**src/rtl/pll_pkg.sv**
```systemverilog
package pll_pkg;

  // Strobes from control to datapath
  typedef struct packed {
    logic holdRef;   // keep reference divider at zero
    logic holdVco;   // keep programmable divider at zero
    logic clearPfd;  // clear detector flags and width count
  } ctl_strobe_t;

endpackage

```
**src/rtl/pll_datapath.sv**
```systemverilog
module pll_datapath
  import pll_pkg::*;
#(
  parameter int REF_DIV  = 512,
  parameter int SF_W     = 15,
  parameter int LOCK_WIN = 4
) (
  input  logic            clk,
  input  logic            rstN,
  input  logic            refTick,
  input  logic            vcoTick,
  input  logic [SF_W-1:0] sf,
  input  ctl_strobe_t     strb,
  output logic            refPulse,
  output logic            vcoPulse,
  output logic            upFlag,
  output logic            dnFlag,
  output logic            pulseWide
);

  localparam int REF_W = $clog2(REF_DIV);
  localparam int WID_W = $clog2(LOCK_WIN + 2);
  localparam logic [REF_W-1:0] REF_LAST = REF_W'(REF_DIV - 1);
  localparam logic [WID_W-1:0] WID_MAX  = WID_W'(LOCK_WIN + 1);
  localparam logic [WID_W-1:0] WID_LIM  = WID_W'(LOCK_WIN);

  logic [REF_W-1:0] refCnt;
  logic [SF_W-1:0]  vcoCnt;
  logic [SF_W:0]    vcoNext;
  logic [WID_W-1:0] widthCnt;

  // Reference divider, fixed modulus
  always_ff @(posedge clk) begin
    if (!rstN || strb.holdRef) begin
      refCnt   <= '0;
      refPulse <= 1'b0;
    end else if (refTick) begin
      if (refCnt == REF_LAST) begin
        refCnt   <= '0;
        refPulse <= 1'b1;
      end else begin
        refCnt   <= refCnt + 1'b1;
        refPulse <= 1'b0;
      end
    end else begin
      refPulse <= 1'b0;
    end
  end

  // Programmable divider, modulus = sf
  assign vcoNext = {1'b0, vcoCnt} + 1'b1;

  always_ff @(posedge clk) begin
    if (!rstN || strb.holdVco) begin
      vcoCnt   <= '0;
      vcoPulse <= 1'b0;
    end else if (vcoTick) begin
      if (vcoNext >= {1'b0, sf}) begin
        vcoCnt   <= '0;
        vcoPulse <= 1'b1;
      end else begin
        vcoCnt   <= vcoNext[SF_W-1:0];
        vcoPulse <= 1'b0;
      end
    end else begin
      vcoPulse <= 1'b0;
    end
  end

  // Dual-flag phase/frequency detector
  always_ff @(posedge clk) begin
    if (!rstN || strb.clearPfd) begin
      upFlag <= 1'b0;
      dnFlag <= 1'b0;
    end else if (upFlag && dnFlag) begin
      upFlag <= 1'b0;
      dnFlag <= 1'b0;
    end else begin
      upFlag <= upFlag | refPulse;
      dnFlag <= dnFlag | vcoPulse;
    end
  end

  // Detector pulse width, saturating
  always_ff @(posedge clk) begin
    if (!rstN || strb.clearPfd || !(upFlag || dnFlag)) begin
      widthCnt <= '0;
    end else if (widthCnt != WID_MAX) begin
      widthCnt <= widthCnt + 1'b1;
    end
  end

  assign pulseWide = (widthCnt > WID_LIM);

endmodule

```
**src/rtl/pll_control.sv**
```systemverilog
module pll_control
  import pll_pkg::*;
#(
  parameter int SF_W       = 15,
  parameter int MIN_SF     = 256,
  parameter int LOCK_COUNT = 4
) (
  input  logic            clk,
  input  logic            rstN,
  input  logic [SF_W-1:0] sf,
  input  logic            pllDisable,
  input  logic            cpTristate,
  input  logic            drvOff,
  input  logic            divTest,
  input  logic            hiCurrent,
  input  logic            refPulse,
  input  logic            vcoPulse,
  input  logic            upFlag,
  input  logic            dnFlag,
  input  logic            pulseWide,
  output ctl_strobe_t     strb,
  output logic            pumpUp,
  output logic            pumpDown,
  output logic            pumpEnable,
  output logic            driveEnable,
  output logic            pumpHigh,
  output logic            lockFlag,
  output logic            refDivOut,
  output logic            vcoDivOut
);

  localparam int GC_W = $clog2(LOCK_COUNT + 1);
  localparam logic [GC_W-1:0] GC_LAST = GC_W'(LOCK_COUNT - 1);
  localparam logic [SF_W-1:0] SF_MIN  = SF_W'(MIN_SF);

  logic            loopOff;
  logic            sfValid;
  logic [GC_W-1:0] goodCnt;

  assign loopOff = pllDisable || (sf == '0);
  assign sfValid = (sf >= SF_MIN);

  always_comb begin
    strb.holdRef  = loopOff;
    strb.holdVco  = loopOff || !sfValid;
    strb.clearPfd = loopOff;
  end

  assign pumpEnable  = !loopOff && !cpTristate;
  assign driveEnable = !loopOff && !drvOff;
  assign pumpUp      = pumpEnable && upFlag && !dnFlag;
  assign pumpDown    = pumpEnable && dnFlag && !upFlag;
  assign pumpHigh    = hiCurrent;
  assign refDivOut   = divTest && refPulse;
  assign vcoDivOut   = divTest && vcoPulse;

  // Lock monitor: count quiet comparison periods
  always_ff @(posedge clk) begin
    if (!rstN || loopOff || pulseWide) begin
      goodCnt  <= '0;
      lockFlag <= 1'b0;
    end else if (refPulse && !lockFlag) begin
      if (goodCnt == GC_LAST) begin
        lockFlag <= 1'b1;
      end else begin
        goodCnt <= goodCnt + 1'b1;
      end
    end
  end

endmodule

```
**src/rtl/synth_pll_core.sv**
```systemverilog
module synth_pll_core
  import pll_pkg::*;
#(
  parameter int REF_DIV    = 512,
  parameter int SF_W       = 15,
  parameter int MIN_SF     = 256,
  parameter int LOCK_WIN   = 4,
  parameter int LOCK_COUNT = 4
) (
  input  logic            clk,
  input  logic            rstN,
  input  logic            refTick,
  input  logic            vcoTick,
  input  logic [SF_W-1:0] scaleFactor,
  input  logic            cpTristate,
  input  logic            drvOff,
  input  logic            divTest,
  input  logic            hiCurrent,
  input  logic            pllDisable,
  output logic            pumpUp,
  output logic            pumpDown,
  output logic            pumpEnable,
  output logic            driveEnable,
  output logic            pumpHigh,
  output logic            lockFlag,
  output logic            refDivOut,
  output logic            vcoDivOut
);

  ctl_strobe_t strb;
  logic refPulse, vcoPulse, upFlag, dnFlag, pulseWide;

  pll_datapath #(
    .REF_DIV (REF_DIV),
    .SF_W    (SF_W),
    .LOCK_WIN(LOCK_WIN)
  ) u_dp (
    .clk      (clk),
    .rstN     (rstN),
    .refTick  (refTick),
    .vcoTick  (vcoTick),
    .sf       (scaleFactor),
    .strb     (strb),
    .refPulse (refPulse),
    .vcoPulse (vcoPulse),
    .upFlag   (upFlag),
    .dnFlag   (dnFlag),
    .pulseWide(pulseWide)
  );

  pll_control #(
    .SF_W      (SF_W),
    .MIN_SF    (MIN_SF),
    .LOCK_COUNT(LOCK_COUNT)
  ) u_ctl (
    .clk        (clk),
    .rstN       (rstN),
    .sf         (scaleFactor),
    .pllDisable (pllDisable),
    .cpTristate (cpTristate),
    .drvOff     (drvOff),
    .divTest    (divTest),
    .hiCurrent  (hiCurrent),
    .refPulse   (refPulse),
    .vcoPulse   (vcoPulse),
    .upFlag     (upFlag),
    .dnFlag     (dnFlag),
    .pulseWide  (pulseWide),
    .strb       (strb),
    .pumpUp     (pumpUp),
    .pumpDown   (pumpDown),
    .pumpEnable (pumpEnable),
    .driveEnable(driveEnable),
    .pumpHigh   (pumpHigh),
    .lockFlag   (lockFlag),
    .refDivOut  (refDivOut),
    .vcoDivOut  (vcoDivOut)
  );

endmodule

```
**config.mk**
```make
export PLATFORM = sky130hd
export DESIGN_NAME = synth_pll_core
export DESIGN_NICKNAME = d
export VERILOG_FILES = /design/src/rtl/pll_pkg.sv /design/src/rtl/pll_datapath.sv /design/src/rtl/pll_control.sv /design/src/rtl/synth_pll_core.sv
export SDC_FILE = /design/constraint.sdc
export NUM_CORES = 1
export LEC_CHECK = 0
export ABC_AREA = 1
export BUFFER_PORTS_ARGS = -buffer_cell sky130_fd_sc_hd__buf_2
export CAP_MARGIN = 20
export CORE_MARGIN = 4
export CORE_UTILIZATION = 35
export CTS_CLUSTER_SIZE = 24
export DETAILED_ROUTE_END_ITERATION = 12
export PLACE_DENSITY = 0.62
export SLEW_MARGIN = 15
export SYNTH_ARGS = -nofsm -noshare
export SYNTH_HDL_FRONTEND = slang
export SYNTH_SLANG_ARGS = --single-unit
export TNS_END_PERCENT = 5
```
**constraint.sdc**
```tcl
create_clock -name clk -period 2.14 [get_ports clk]
set_input_delay 0.642 -clock clk [delete_from_list [all_inputs] [get_ports clk]]
set_output_delay 0.642 -clock clk [all_outputs]
set_load 0.02 [all_outputs]
```
; ---- After elaboration in Yosys (flattened, before gate mapping)
; Index checks and enable logic that the tools add are counted.
[op_classes]
addsub = 4
order_cmp = 3
eq_ne = 3
muxes = 4
bitwise = 5
reduce_logical = 32
[ops]
columns = op, count
row1 = adder 15 x 1 -> 16 bit (second input constant), 1
row2 = >= comparator 16 x 15 -> 1 bit, 1
row3 = >= comparator 15 x 9 -> 1 bit (second input constant), 1
row4 = logical NOT 15 bit, 1
row5 = 2-to-1 mux 15 bit, 1
row6 = logical AND 1 bit, 10
row7 = adder 9 x 1 -> 9 bit (second input constant), 1
row8 = equality test 9 bit (second input constant), 1
row9 = logical NOT 1 bit, 9
row10 = 2-to-1 mux 9 bit, 1
row11 = logical OR 1 bit, 7
row12 = adder 3 x 1 -> 3 bit (second input constant), 2
row13 = OR reduction 2 bit, 3
row14 = AND reduction 2 bit, 2
row15 = equality test 3 x 2 -> 1 bit (second input constant), 1
row16 = > comparator 3 bit (second input constant), 1
row17 = != test 3 bit (second input constant), 1
row18 = NOT 1 bit, 3
row19 = 2-to-1 mux 1 bit, 2
row20 = bitwise OR 1 bit, 2
[word_totals]
regBits = 35
inputBits = 24
output_inout_bits = 8
word_cells = 60

; ---- Longest topological paths before layout
; Gate-level depths: netlist (run 1).
[logic_depth]
ltp_word = 6
depth_mapped = 20

; ---- Modules after synthesis
; A second synthesis (run 1) with hierarchy kept.
[hier_totals]
cells_unflattened = 367
area_unflattened_um2 = 2453.6
[by_module_without_submodules]
columns = mod, n_inst, cells_each, area_each_um2, seq_area_each_um2
row1 = pll_datapath, 1, 308, 2082.0, 620.6
row2 = pll_control, 1, 59, 371.6, 80.1

; ---- Least setup slack after synthesis (run 1)
; OpenSTA, ideal clock, no wires.
[synth_path]
path_kind = reg2reg
from = reg u_dp.vcoCnt[0]
to = reg u_dp.vcoCnt[9]
setup_time_ns = 0.112
arrival_time_ns = 2.214
path_slack_ns = -0.185
stages_incl_launch_ff = 18
synth_period_minus_slack_ns = 2.325
cell_sequence = dfxtp_1 -> ha_1 -> nand2_1 -> nor2_1 -> inv_1 -> nor2_1 -> nand3_1 -> and2_1 -> ha_1 -> nand2_1 -> nor3_1 -> o21a_1 -> nand2_2 -> nand2_2 -> nand2_2 -> inv_2 -> buf_6 -> nor2_2
[synth_between]
elab_chain_cells = 3
[synth_lines]
columns = element, line_no
row1 = "start, declared", pll_datapath.sv:28  ; logic [SF_W-1:0] vcoCnt;
row2 = "start signal, assigned", pll_datapath.sv:62  ; vcoCnt <= vcoNext[SF_W-1:0];
row3 = adder 15 x 1 -> 16 bit (*), pll_datapath.sv:51  ; assign vcoNext = {1'b0, vcoCnt} + 1'b1;
row4 = >= comparator 16 x 15 -> 1 bit, pll_datapath.sv:58  ; if (vcoNext >= {1'b0, sf}) begin
row5 = 2-to-1 mux 15 bit (*), pll_datapath.sv:58
; Mark *: on every way between the ends. The rest lies on a longest branch, timed or not.
; A chain may end at the register's enable or synchronous reset.

; ---- Worst setup path in the final report (run 1)
[layout_path]
from = reg u_dp.vcoCnt[4]
to = reg u_dp.vcoPulse
[layout_between]
elab_chain_cells = 3
[layout_lines]
columns = element, line_no
row1 = adder 15 x 1 -> 16 bit, pll_datapath.sv:51
row2 = >= comparator 16 x 15 -> 1 bit, pll_datapath.sv:58
row3 = 2-to-1 mux 1 bit, pll_datapath.sv:58
row4 = "end signal, assigned", pll_datapath.sv:56  ; vcoPulse <= 1'b0;
row5 = "end signal, assigned", pll_datapath.sv:60  ; vcoPulse <= 1'b1;
row6 = "end signal, assigned", pll_datapath.sv:63  ; vcoPulse <= 1'b0;
row7 = "end, declared", pll_datapath.sv:15  ; output logic vcoPulse,
; Every way passes these cells.

==> flow_metrics.tcl, run 1 <==
set metrics [dict create \
    synthArstFlopShare_pct 0 \
    critPathCaptureType "flop" \
    portBuffers 29 \
    dpl_cell_area_mm2 0.00295 \
    synth_area_mm2 0.00236 \
    area_delta_synth_final_pct 38.9 \
    synth-edff-count 0 \
    syn-num-nets 410 \
    wirelength_mm 5.27 \
    wl_met1_mm 2.55 \
    firstDrtPassIters 6 \
    final_core_util_pct 50.7 \
    min_path_type "flop to flop" \
    ioPinCount 32 \
    netlist_instances 363 \
    synth_area_leaders "dfxtp_1, nand2_1, ha_1" \
    max_stage_delay_ns 0.36 \
    setup_viol 19 \
    required_ns 2.38 \
    vias 2355 \
    grt_first_pass_wirelength_mm 9.11 \
    final_cells 522 \
    violations "negative setup slack" \
    antenna_cells 0 \
    clock_path_buffers 2 \
    rsz0062_at_grt "true" \
    pwr-share-seq_pct 47.4 \
    slew_headroom_pct 37.7 \
    cts_num_sinks 35 \
    drcViolationCount 0 \
    ys_seq_area_share_pct 29.7 \
    dp_hpwl_mm 4.15 \
    cts_inserted_buffers 5 \
    powerDensity_mw_per_mm2 420 \
    ys_seq_elements 35 \
    core_area_mm2 0.00646 \
    clock_latency_ns 0.28 \
    power_leakage_uw 0.00156 \
    ys.flop_type "dfxtp_1" \
    layout_setup_ws_ns -0.0950 \
    path_class "flop to flop" \
    path_clk_slew_ns 0.07 \
    gr-usage-all-layers_pct 13.3 \
    clock_skew_ns 0.00722 \
    design_area_mm2 0.00328 \
    path_delay_family "simple AND/OR/NAND/NOR gates" \
    drive_above_1_share_pct 33.7 \
    clock.fmax_mhz 447 \
    antenna_found_initial 0 \
    gp_congestion 0.857 \
    power.clock.fraction_pct 42.9 \
    finalCritPeriodShare_pct 104 \
    cts_root_buffer "clkbuf_8" \
    row_count 29 \
    path_cells "inv_1, nor3_1, buf_4, nand4_1, and2_1, ha_1, nand3_2, nor3_2, o21a_1, nand2_2, nand2_2, nand2_2, inv_4, nand2_1, inv_1" \
    via_per_inst 4.51 \
    routedWlPerCell_um 10.1 \
    routed.top_layer "met4" \
    die_h_um 90.1 \
    synth.top_cell.area_share_pct 29.7 \
    p_int_uw 1060 \
    ant_nets 0 \
    hold_viol_final 0 \
    overflow 0 \
    dp_cells 510 \
    total_power_uw 1380 \
    status "finished with violations" \
    synth_cell_types 28 \
    cts_tree "built" \
    combPwrFrac_pct 9.7 \
    fp.dieArea_mm2 0.00812 \
    syn_avg_cell_area_um2 6.50 \
    critical-path-slowest-cell "dfxtp_2" \
    cp_max_fo 11 \
    maxSlewViolCount 0 \
    grt_start_max_net_pins 17 \
    power_switching_uw 315 \
    peakVddDrop_uv 258 \
    ys_warn_count 0 \
    wl_met2_mm 2.54 \
    fin_setup_tns_ns -1.26 \
    worst_path_most_repeated_cell "nand2_2" \
    met3_length_um 139 \
    cp-start-kind "flop" \
    initial_core_util_pct 36.5 \
    path_buf_inv 4 \
    htreeDepth 2 \
    p_sw_share_pct 22.9 \
    die_x_um 90.1 \
    worst-slew-pin-transition_ns 0.931 \
    drv_cap 0 \
    layout.nets 491 \
    grt_pass1_vias 2181 \
    first_iter_violations 77 \
    post-route-min-period_ns 2.24 \
    yosys.area.top_type "dfxtp_1" \
    worstPathArrival_ns 2.47 \
]
## cells in the final DEF, fill, tap and decap left out, types with 2 or more instances in the layout
cell type	instances
ha_1	20
xor2_2	2
nor3_1	6
buf_6	2
nand3_1	13
inv_1	51
nor2_2	5
nand3_2	4
a21oi_1	14
nand2_1	81
nor2_4	7
a21o_1	2
buf_4	53
o21a_1	2
xnor2_1	4
nand2_2	10
nand4_1	5
inv_2	9
nand2_4	2
dfxtp_2	9
nor3_2	3
dfxtp_1	23
nor2_1	47
o21ai_0	12
o21bai_1	2
ha_4	3
buf_2	25
o21ai_1	3
xor2_1	7
dfxtp_4	3
clkbuf_8	5
## worst reg2reg max path: stages, from the launching register on
cell and delay (ns):
dfxtp_2 0.36, inv_1 0.06, nor3_1 0.18, buf_4 0.15, nand4_1 0.09, and2_1 0.20
ha_1 0.29, nand3_2 0.09, nor3_2 0.15, o21a_1 0.15, nand2_2 0.06, nand2_2 0.07
nand2_2 0.07, inv_4 0.14, nand2_1 0.07, inv_1 0.07
## Yosys cell counts, types with 4 or more instances
cell     number
nor3_1        9
ha_1         23
xnor2_1       4
nor2_1       56
nand3_1      17
nand2_2       5
xor2_1        9
nand2_1      88
nand4_1       5
inv_1        60
o21ai_0      14
dfxtp_1      35
a21oi_1      15
## worst paths after layout
kind	from	to	slack [ns]	cells after the start
worst max-delay path	u_dp.vcoCnt[4]$_SDFFE_PP0P_	u_dp.vcoPulse$_SDFF_PP0_	-0.1	15
worst min register to register	u_ctl.goodCnt[2]$_SDFFE_PP0P_	u_ctl.goodCnt[2]$_SDFFE_PP0P_	0.46	2
worst min-delay path	u_ctl.goodCnt[2]$_SDFFE_PP0P_	u_ctl.goodCnt[2]$_SDFFE_PP0P_	0.46	2
worst max register to register	u_dp.vcoCnt[4]$_SDFFE_PP0P_	u_dp.vcoPulse$_SDFF_PP0_	-0.1	15
## kinds of logic (layout without fill, tap and decap cells)
logic type / count (synthesis) / after routing / synth area share [%]
flip-flops: 35 / 35 / 29.7
AO/OA/AOI/OAI: 37 / 37 / 8.54
adder cells (fa/ha/maj): 23 / 23 / 12.2
XOR/XNOR: 13 / 13 / 4.83
AND/OR/NAND/NOR: 188 / 188 / 33.4
buffers and inverters: 67 / 149 / 11.3
## layout make-up
cell class	count	area (um^2)
fill	650	3180
clock inverter	3	43.8
tap	77	96.3
timing repair buffer	80	546
multi-input combinational	261	1570
inverter	61	231
sequential	35	723
clock buffer	5	68.8
## power groups by stage
stage / combinational (uW) / sequential (uW) / clock [uW]
finish: 134 / 653 / 590
global route: 152 / 653 / 635
CTS: 135 / 653 / 611
detailed placement: 123 / 671 / 0
global placement: 121 / 670 / 0
floorplan: 63.4 / 670 / 0
## what timing repair did
action / CTS / global route
hold endpoints to repair: 0 / 0
hold buffers: 0 / 0
buffers inserted: 4 / 0
cloned: 0 / 0
setup endpoints to repair: 20 / 20
resized for setup: 49 / 11
pin swaps: 13 / 7
## state kept, by name, indices dropped and copies added, names as in the netlist, 3 cells and up
name           count
u_dp.widthCnt      3
u_dp.vcoCnt       15
u_ctl.goodCnt      3
u_dp.refCnt        9
## stage by stage
step	worst slack, ns	hold WS (ns)
after floorplan	-0.0136	0.441
after global placement	-0.244	0.450
after detailed placement	-0.222	0.456
after CTS	-0.103	0.468
after global routing	-0.257	0.488
final	-0.0950	0.464
## metal layers
| metal | vias up | global-route usage (%) |
|---|---|---|
| met5 | - | 0 |
| met4 | 0 | 3.70 |
| met3 | 2 | 2.92 |
| met2 | 20 | 23.8 |
| met1 | 1040 | 16.0 |
| li1 | 1293 | - |
(Power assumes the default switching activity.)
==> run 2: changes to the inputs <==
RECOVER_POWER = 25   (was default)
==> run 2 against run 1 <==
  * The run still ends with negative setup slack left
  * Clock power about the same
  * First-iteration DRC count rose by 3.9%
  * Final cell count is the same
  * Non-clock buffer count unchanged
  * Flip-flop and latch count stayed put
  * Sequential power is essentially flat
  * Power hardly changed
  * Final area is 0.15% lower
  * Combinational power about the same
  * Hold slack about the same
  * Critical path type unchanged
  * Critical endpoint unchanged
==> flow_metrics.tcl, run 2 (synthesized netlist as in run 1, its figures left out) <==
set metrics [dict create \
    status "finished with violations" \
    violations "negative setup slack" \
    firstDrtPassIters 4 \
    fillers 650 \
    combPwrFrac_pct 9.7 \
    via_per_inst 4.53 \
    cts_inserted_buffers 5 \
    pwr-share-seq_pct 47.4 \
    dp_hpwl_mm 4.15 \
    antenna_found_initial 0 \
    clock_path_buffers 2 \
    maxSlewViolCount 0 \
    wl_met2_mm 2.54 \
    mostFrequentLayoutCell "nand2_1" \
    first_iter_violations 80 \
    core_area_mm2 0.00646 \
    power_switching_uw 316 \
    fin_setup_tns_ns -1.28 \
    path_clk_slew_ns 0.07 \
    gp_congestion 0.857 \
    critical-path-slowest-cell "dfxtp_2" \
    initial_core_util_pct 36.5 \
    cts_root_buffer "clkbuf_8" \
    worst_path_most_repeated_cell "nand2_2" \
    design_area_mm2 0.00327 \
    peakVddDrop_uv 258 \
    post-route-min-period_ns 2.24 \
    finalCritPeriodShare_pct 104 \
    row_count 29 \
    vias 2364 \
    grt_first_pass_wirelength_mm 9.11 \
    powerDensity_mw_per_mm2 421 \
    pre_cts_slack_ns -0.222 \
    regMostFlops "u_dp.vcoCnt" \
    critPathCaptureType "flop" \
    portBuffers 29 \
    path_cells "inv_1, nor3_1, buf_4, nand4_1, and2_1, ha_1, nand3_2, nor3_2, o21a_1, nand2_2, nand2_2, nand2_2, inv_4, nand2_1, inv_1" \
    die_h_um 90.1 \
    rsz0062_at_grt "true" \
    drive_above_1_share_pct 33.3 \
    path_class "flop to flop" \
    ctsHoldBuffers 0 \
    routedWlPerCell_um 10.1 \
    ant_nets 0 \
    largest_reg_flops 15 \
    p_sw_share_pct 22.9 \
    worstPathArrival_ns 2.47 \
    layout.nets 491 \
    overflow 0 \
    grt_pass1_vias 2181 \
    wl_met1_mm 2.56 \
    hold_viol_final 0 \
    power.clock.fraction_pct 42.9 \
    min_path_type "flop to flop" \
    max_stage_delay_ns 0.36 \
    htreeDepth 2 \
    gr-usage-all-layers_pct 13.3 \
    dp_cells 510 \
    drv_cap 0 \
    setup_viol 19 \
    slew_headroom_pct 38.4 \
    cp-start-kind "flop" \
    routed.top_layer "met4" \
    multi_input_area_mm2 0.00157 \
    largestRegisters "u_dp.vcoCnt x15, u_dp.refCnt x9" \
    area_delta_synth_final_pct 38.7 \
    die_x_um 90.1 \
    antenna_cells 0 \
    clock_latency_ns 0.29 \
    cts_num_sinks 35 \
    worst-slew-pin-transition_ns 0.921 \
    cts_tree "built" \
    wirelength_mm 5.27 \
    final_cell_mix "nand2_1, buf_4, inv_1" \
    p_int_uw 1060 \
    cp_max_fo 11 \
    required_ns 2.38 \
    seq_area_um2 723 \
    ioPinCount 32 \
    clock_skew_ns 0.00745 \
    layout_setup_ws_ns -0.0953 \
    clock.fmax_mhz 447 \
    fp.dieArea_mm2 0.00812 \
    grt_start_max_net_pins 17 \
    dpl_cell_area_mm2 0.00295 \
    path_buf_inv 4 \
    drcViolationCount 0 \
    power_leakage_uw 0.00155 \
    final_cells 522 \
    met3_length_um 143 \
    path_delay_family "simple AND/OR/NAND/NOR gates" \
]
[run 2: path summary, 6_finish.rpt]
| path | cells after the start | from | endpoint | slack [ns] |
|---|---|---|---|---|
| hold reg to reg | 2 | u_ctl.goodCnt[2]$_SDFFE_PP0P_ | u_ctl.goodCnt[2]$_SDFFE_PP0P_ | 0.46 |
| setup reg to reg | 15 | u_dp.vcoCnt[4]$_SDFFE_PP0P_ | u_dp.vcoPulse$_SDFF_PP0_ | -0.1 |
| hold / removal | 2 | u_ctl.goodCnt[2]$_SDFFE_PP0P_ | u_ctl.goodCnt[2]$_SDFFE_PP0P_ | 0.46 |
| setup / recovery | 15 | u_dp.vcoCnt[4]$_SDFFE_PP0P_ | u_dp.vcoPulse$_SDFF_PP0_ | -0.1 |
[run 2: worst min-delay path, stage by stage, from the launching register on]
cell and delay, ns:
dfxtp_1 0.31, nand2_1 0.06, a21oi_1 0.05
[run 2: stage by stage]
stage / utilization (%) / total power (uW) / hold WS [ns]
finish: 50.7 / 1380 / 0.464
floorplan: - / 734 / 0.441
detailed placement: 45.7 / 793 / 0.456
global placement: 45.7 / 792 / 0.450
CTS: 50.3 / 1400 / 0.468
global route: 50.7 / 1440 / 0.490
[run 2: what timing repair did]
| item | in CTS | in global routing |
|---|---|---|
| endpoints found under the setup margin | 20 | 20 |
| gates resized for setup | 49 | 11 |
| gates cloned | 0 | 0 |
| pin swaps | 13 | 7 |
| buffers inserted | 4 | 0 |
[run 2: per-layer routing]
metal / global-route usage (%) / vias up
met5: 0 / -
met4: 3.70 / 0
met3: 2.92 / 2
met2: 23.8 / 22
met1: 16.0 / 1048
li1: - / 1292
[run 2: final cells by class]
class	count	area share, %
Clock inverter	3	1.34
Timing Repair Buffer	80	16.5
Multi-Input combinational cell	261	47.9
Inverter	61	7.07
Sequential cell	35	22.1
Tap cell	77	2.94
Clock buffer	5	2.10
[run 2: power groups by stage]
| stage | clock network (uW) | registers (uW) | logic (uW) |
|---|---|---|---|
| floorplan | 0 | 670 | 63.4 |
| global placement | 0 | 670 | 121 |
| detailed placement | 0 | 671 | 123 |
| CTS | 611 | 653 | 135 |
| global route | 635 | 653 | 151 |
| finish | 591 | 653 | 133 |
==> run 3: changes to the inputs <==
ABC_AREA = default   (was 1)
==> run 3 against run 2 <==
  * The run still ends with negative setup slack left
  * Combinational power shrank 4%
  * Register-to-register slack lost 0.60 ns
  * First-iteration DRC count is the same
  * Clock power shrank 10%
  * Worst setup slack lost 0.62 ns
  * Highest routed layer unchanged
  * Largest power group unchanged
  * Maximum frequency shrank 22%
  * Non-clock buffer count grew 2
  * Sequential share of layout area grew 1.4 points
==> flow_metrics.tcl, run 3 <==
set metrics [dict create \
    ys_warn_count 0 \
    largestRegisters "u_dp.vcoCnt x15, u_dp.refCnt x9" \
    worstPathArrival_ns 2.21 \
    combPwrFrac_pct 9.8 \
    dp_hpwl_mm 3.99 \
    syn-num-nets 317 \
    firstDrtPassIters 4 \
    synth-edff-count 0 \
    synth.top_cell.area_share_pct 31.8 \
    critPathCaptureType "output pin" \
    gr-usage-all-layers_pct 14.7 \
    path_class "input pin to output pin" \
    core_area_mm2 0.00603 \
    mostFrequentLayoutCell "buf_4" \
    rsz0062_at_grt "true" \
    min_to "u_dp.dnFlag$_SDFF_PP0_" \
    die_h_um 87.3 \
    vias 2027 \
    min_path_cells 2 \
    cp-start-kind "input pin" \
    die_x_um 87.3 \
    cts_inserted_buffers 5 \
    final_core_util_pct 50.4 \
    grt_pass1_vias 1994 \
    peakVddDrop_uv 243 \
    worst-slew-pin-transition_ns 0.567 \
    cts_num_sinks 35 \
    hold_viol_final 0 \
    seq_area_um2 716 \
    ys_seq_area_share_pct 31.8 \
    cp_max_fo 3 \
    antenna_found_initial 0 \
    yosys.area.top_type "dfxtp_1" \
    drive_above_1_share_pct 34.9 \
    dp_cells 415 \
    design_area_mm2 0.00304 \
    post-route-min-period_ns 2.86 \
    regToRegStartpoint "u_dp.vcoCnt[7]$_SDFFE_PP0P_" \
    slew_headroom_pct 62.1 \
    wirelength_mm 5.14 \
    syn_avg_cell_area_um2 8.16 \
    layout_setup_ws_ns -0.715 \
    synth_cell_types 37 \
    fillers 587 \
    synth_area_mm2 0.00220 \
    violations "negative setup slack" \
    pre_cts_slack_ns -0.807 \
    fp.dieArea_mm2 0.00762 \
    p_int_uw 977 \
    clock_skew_ns 0.00568 \
    finalCritPeriodShare_pct 133 \
    reg2reg_to "u_dp.vcoCnt[13]$_SDFFE_PP0P_" \
    busiest_layer "met2" \
    synth_common_cells "nor2_1, dfxtp_1, ha_1" \
    ys.flop_type "dfxtp_1" \
    htreeDepth 2 \
    reg2reg_slack_ns -0.70 \
    path_clk_slew_ns 0.08 \
    pwr-share-seq_pct 49.9 \
    cts_tree "built" \
    area_delta_synth_final_pct 38.0 \
    clock_latency_ns 0.29 \
    final_cell_mix "buf_4, nor2_1, buf_2, dfxtp_1, ha_1" \
    largest_reg_flops 15 \
    power_switching_uw 336 \
    power.clock.fraction_pct 40.4 \
    netlist_instances 270 \
    grt_start_max_net_pins 18 \
    first_iter_violations 80 \
    row_count 28 \
    multi_input_area_mm2 0.00151 \
    groute.layer.met2.usage_pct 24.6 \
    regMostFlops "u_dp.vcoCnt" \
    p_sw_share_pct 25.6 \
    final_cells 425 \
    power_leakage_uw 0.00138 \
    required_ns 1.50 \
    setup_viol 21 \
    portBuffers 29 \
    synth_most_common_cell "nor2_1" \
    dpl_cell_area_mm2 0.00284 \
    grt_use_met1_pct 18.9 \
    clock.fmax_mhz 350 \
    clock_path_buffers 2 \
    status "finished with violations" \
    cts_root_buffer "clkbuf_8" \
    min_path_type "flop to flop" \
    ant_nets 0 \
    worstHoldStart "u_dp.vcoPulse$_SDFF_PP0_" \
    grt_first_pass_wirelength_mm 8.94 \
    via_per_inst 4.77 \
    ctsHoldBuffers 0 \
    ys_seq_elements 35 \
    routedWlPerCell_um 12.1 \
    worstRegToRegCells 11 \
    antenna_cells 0 \
    overflow 0 \
    synthArstFlopShare_pct 0 \
    layout.nets 396 \
    gp_congestion 0.858 \
    powerDensity_mw_per_mm2 432 \
    drv_cap 0 \
    initial_core_util_pct 36.5 \
    synth_area_leaders "dfxtp_1, ha_1, nor2_1" \
    met3_usage_pct 2.55 \
    ioPinCount 32 \
    drcViolationCount 0 \
    maxSlewViolCount 0 \
]
run 3: cell types whose count changed after synthesis, sizes merged, moves of 5 or more:
cell / previous run / this run
nand2: 93 / 16
inv: 61 / 21
nor2: 59 / 45
xnor2: 4 / 17
o21ai: 15 / 3
xor2: 9 / 17
a21oi: 15 / 8
nand4: 5 / 11
clkbuf: 2 / 7
nor3: 9 / 4
run 3: power groups by stage:
stage          sequential [uW]  combinational [uW]  clock, uW
5_1_grt                    655                 145        565
3_5_place_dp               671                 120          0
2_1_floorplan              671                66.8          0
3_3_place_gp               671                 119          0
6_report                   655                 128        530
4_1_cts                    655                 124        542
run 3: kinds of logic after synthesis:
| family | synth area share [%] |
|---|---|
| simple gates | 26.8 |
| flops | 31.8 |
| xor+xnor | 13.5 |
| buf+inv | 6.08 |
| fa+ha+maj | 13.1 |
| compound gates | 6.93 |
| mux | 1.82 |
run 3: how the worst max path moves through the flow:
stage	from	depth (start not counted)	slack, ns	end
after floorplan	u_dp.vcoCnt[2]$_SDFFE_PP0P_	12	-0.69	u_dp.vcoCnt[13]$_SDFFE_PP0P_
after global placement	scaleFactor[13]	8	-0.73	pumpUp
after detailed placement	scaleFactor[13]	8	-0.81	pumpUp
after CTS	u_dp.vcoCnt[4]$_SDFFE_PP0P_	11	-0.73	u_dp.vcoCnt[13]$_SDFFE_PP0P_
after global routing	u_dp.vcoCnt[5]$_SDFFE_PP0P_	11	-0.82	u_dp.vcoCnt[11]$_SDFFE_PP0P_
final	scaleFactor[13]	8	-0.72	pumpUp
run 3: stage by stage:
step	hold WS (ns)	power, uW	TNS (ns)
after floorplan	0.443	738	-11.51
after global placement	0.475	790	-19.69
after detailed placement	0.483	791	-22.76
after CTS	0.494	1320	-13.89
after global routing	0.512	1370	-15.99
final	0.486	1310	-13.43
run 3: timing repair:
item                                    CTS  global route
gates resized for setup                   9            16
endpoints found under the setup margin   35            33
hold endpoints to repair                  0             0
pin swaps                                12             5
setup buffers                             0             1
cloned                                    0             1
run 3: cell type report:
class | instances | area share [%]
clock buffer | 6 | 2.72
clock inverter | 2 | 0.535
inverter | 21 | 2.59
multi-input combinational | 204 | 49.7
sequential | 35 | 23.5
tap | 75 | 3.09
timing repair buffer | 82 | 17.8
run 3: worst max-delay path, cell delays in order:
cell,delay [ns]
buf_2,0.11
or4_4,0.54
nor4_4,0.15
clkbuf_1,0.21
and3_4,0.24
or3_4,0.12
nor3b_1,0.04
buf_2,0.16
run 3: layer usage:
layer,part of all wire (%),vias up
met5,0,-
met4,1.4,0
met3,3.6,5
met2,48,31
met1,47,915
li1,-,1076
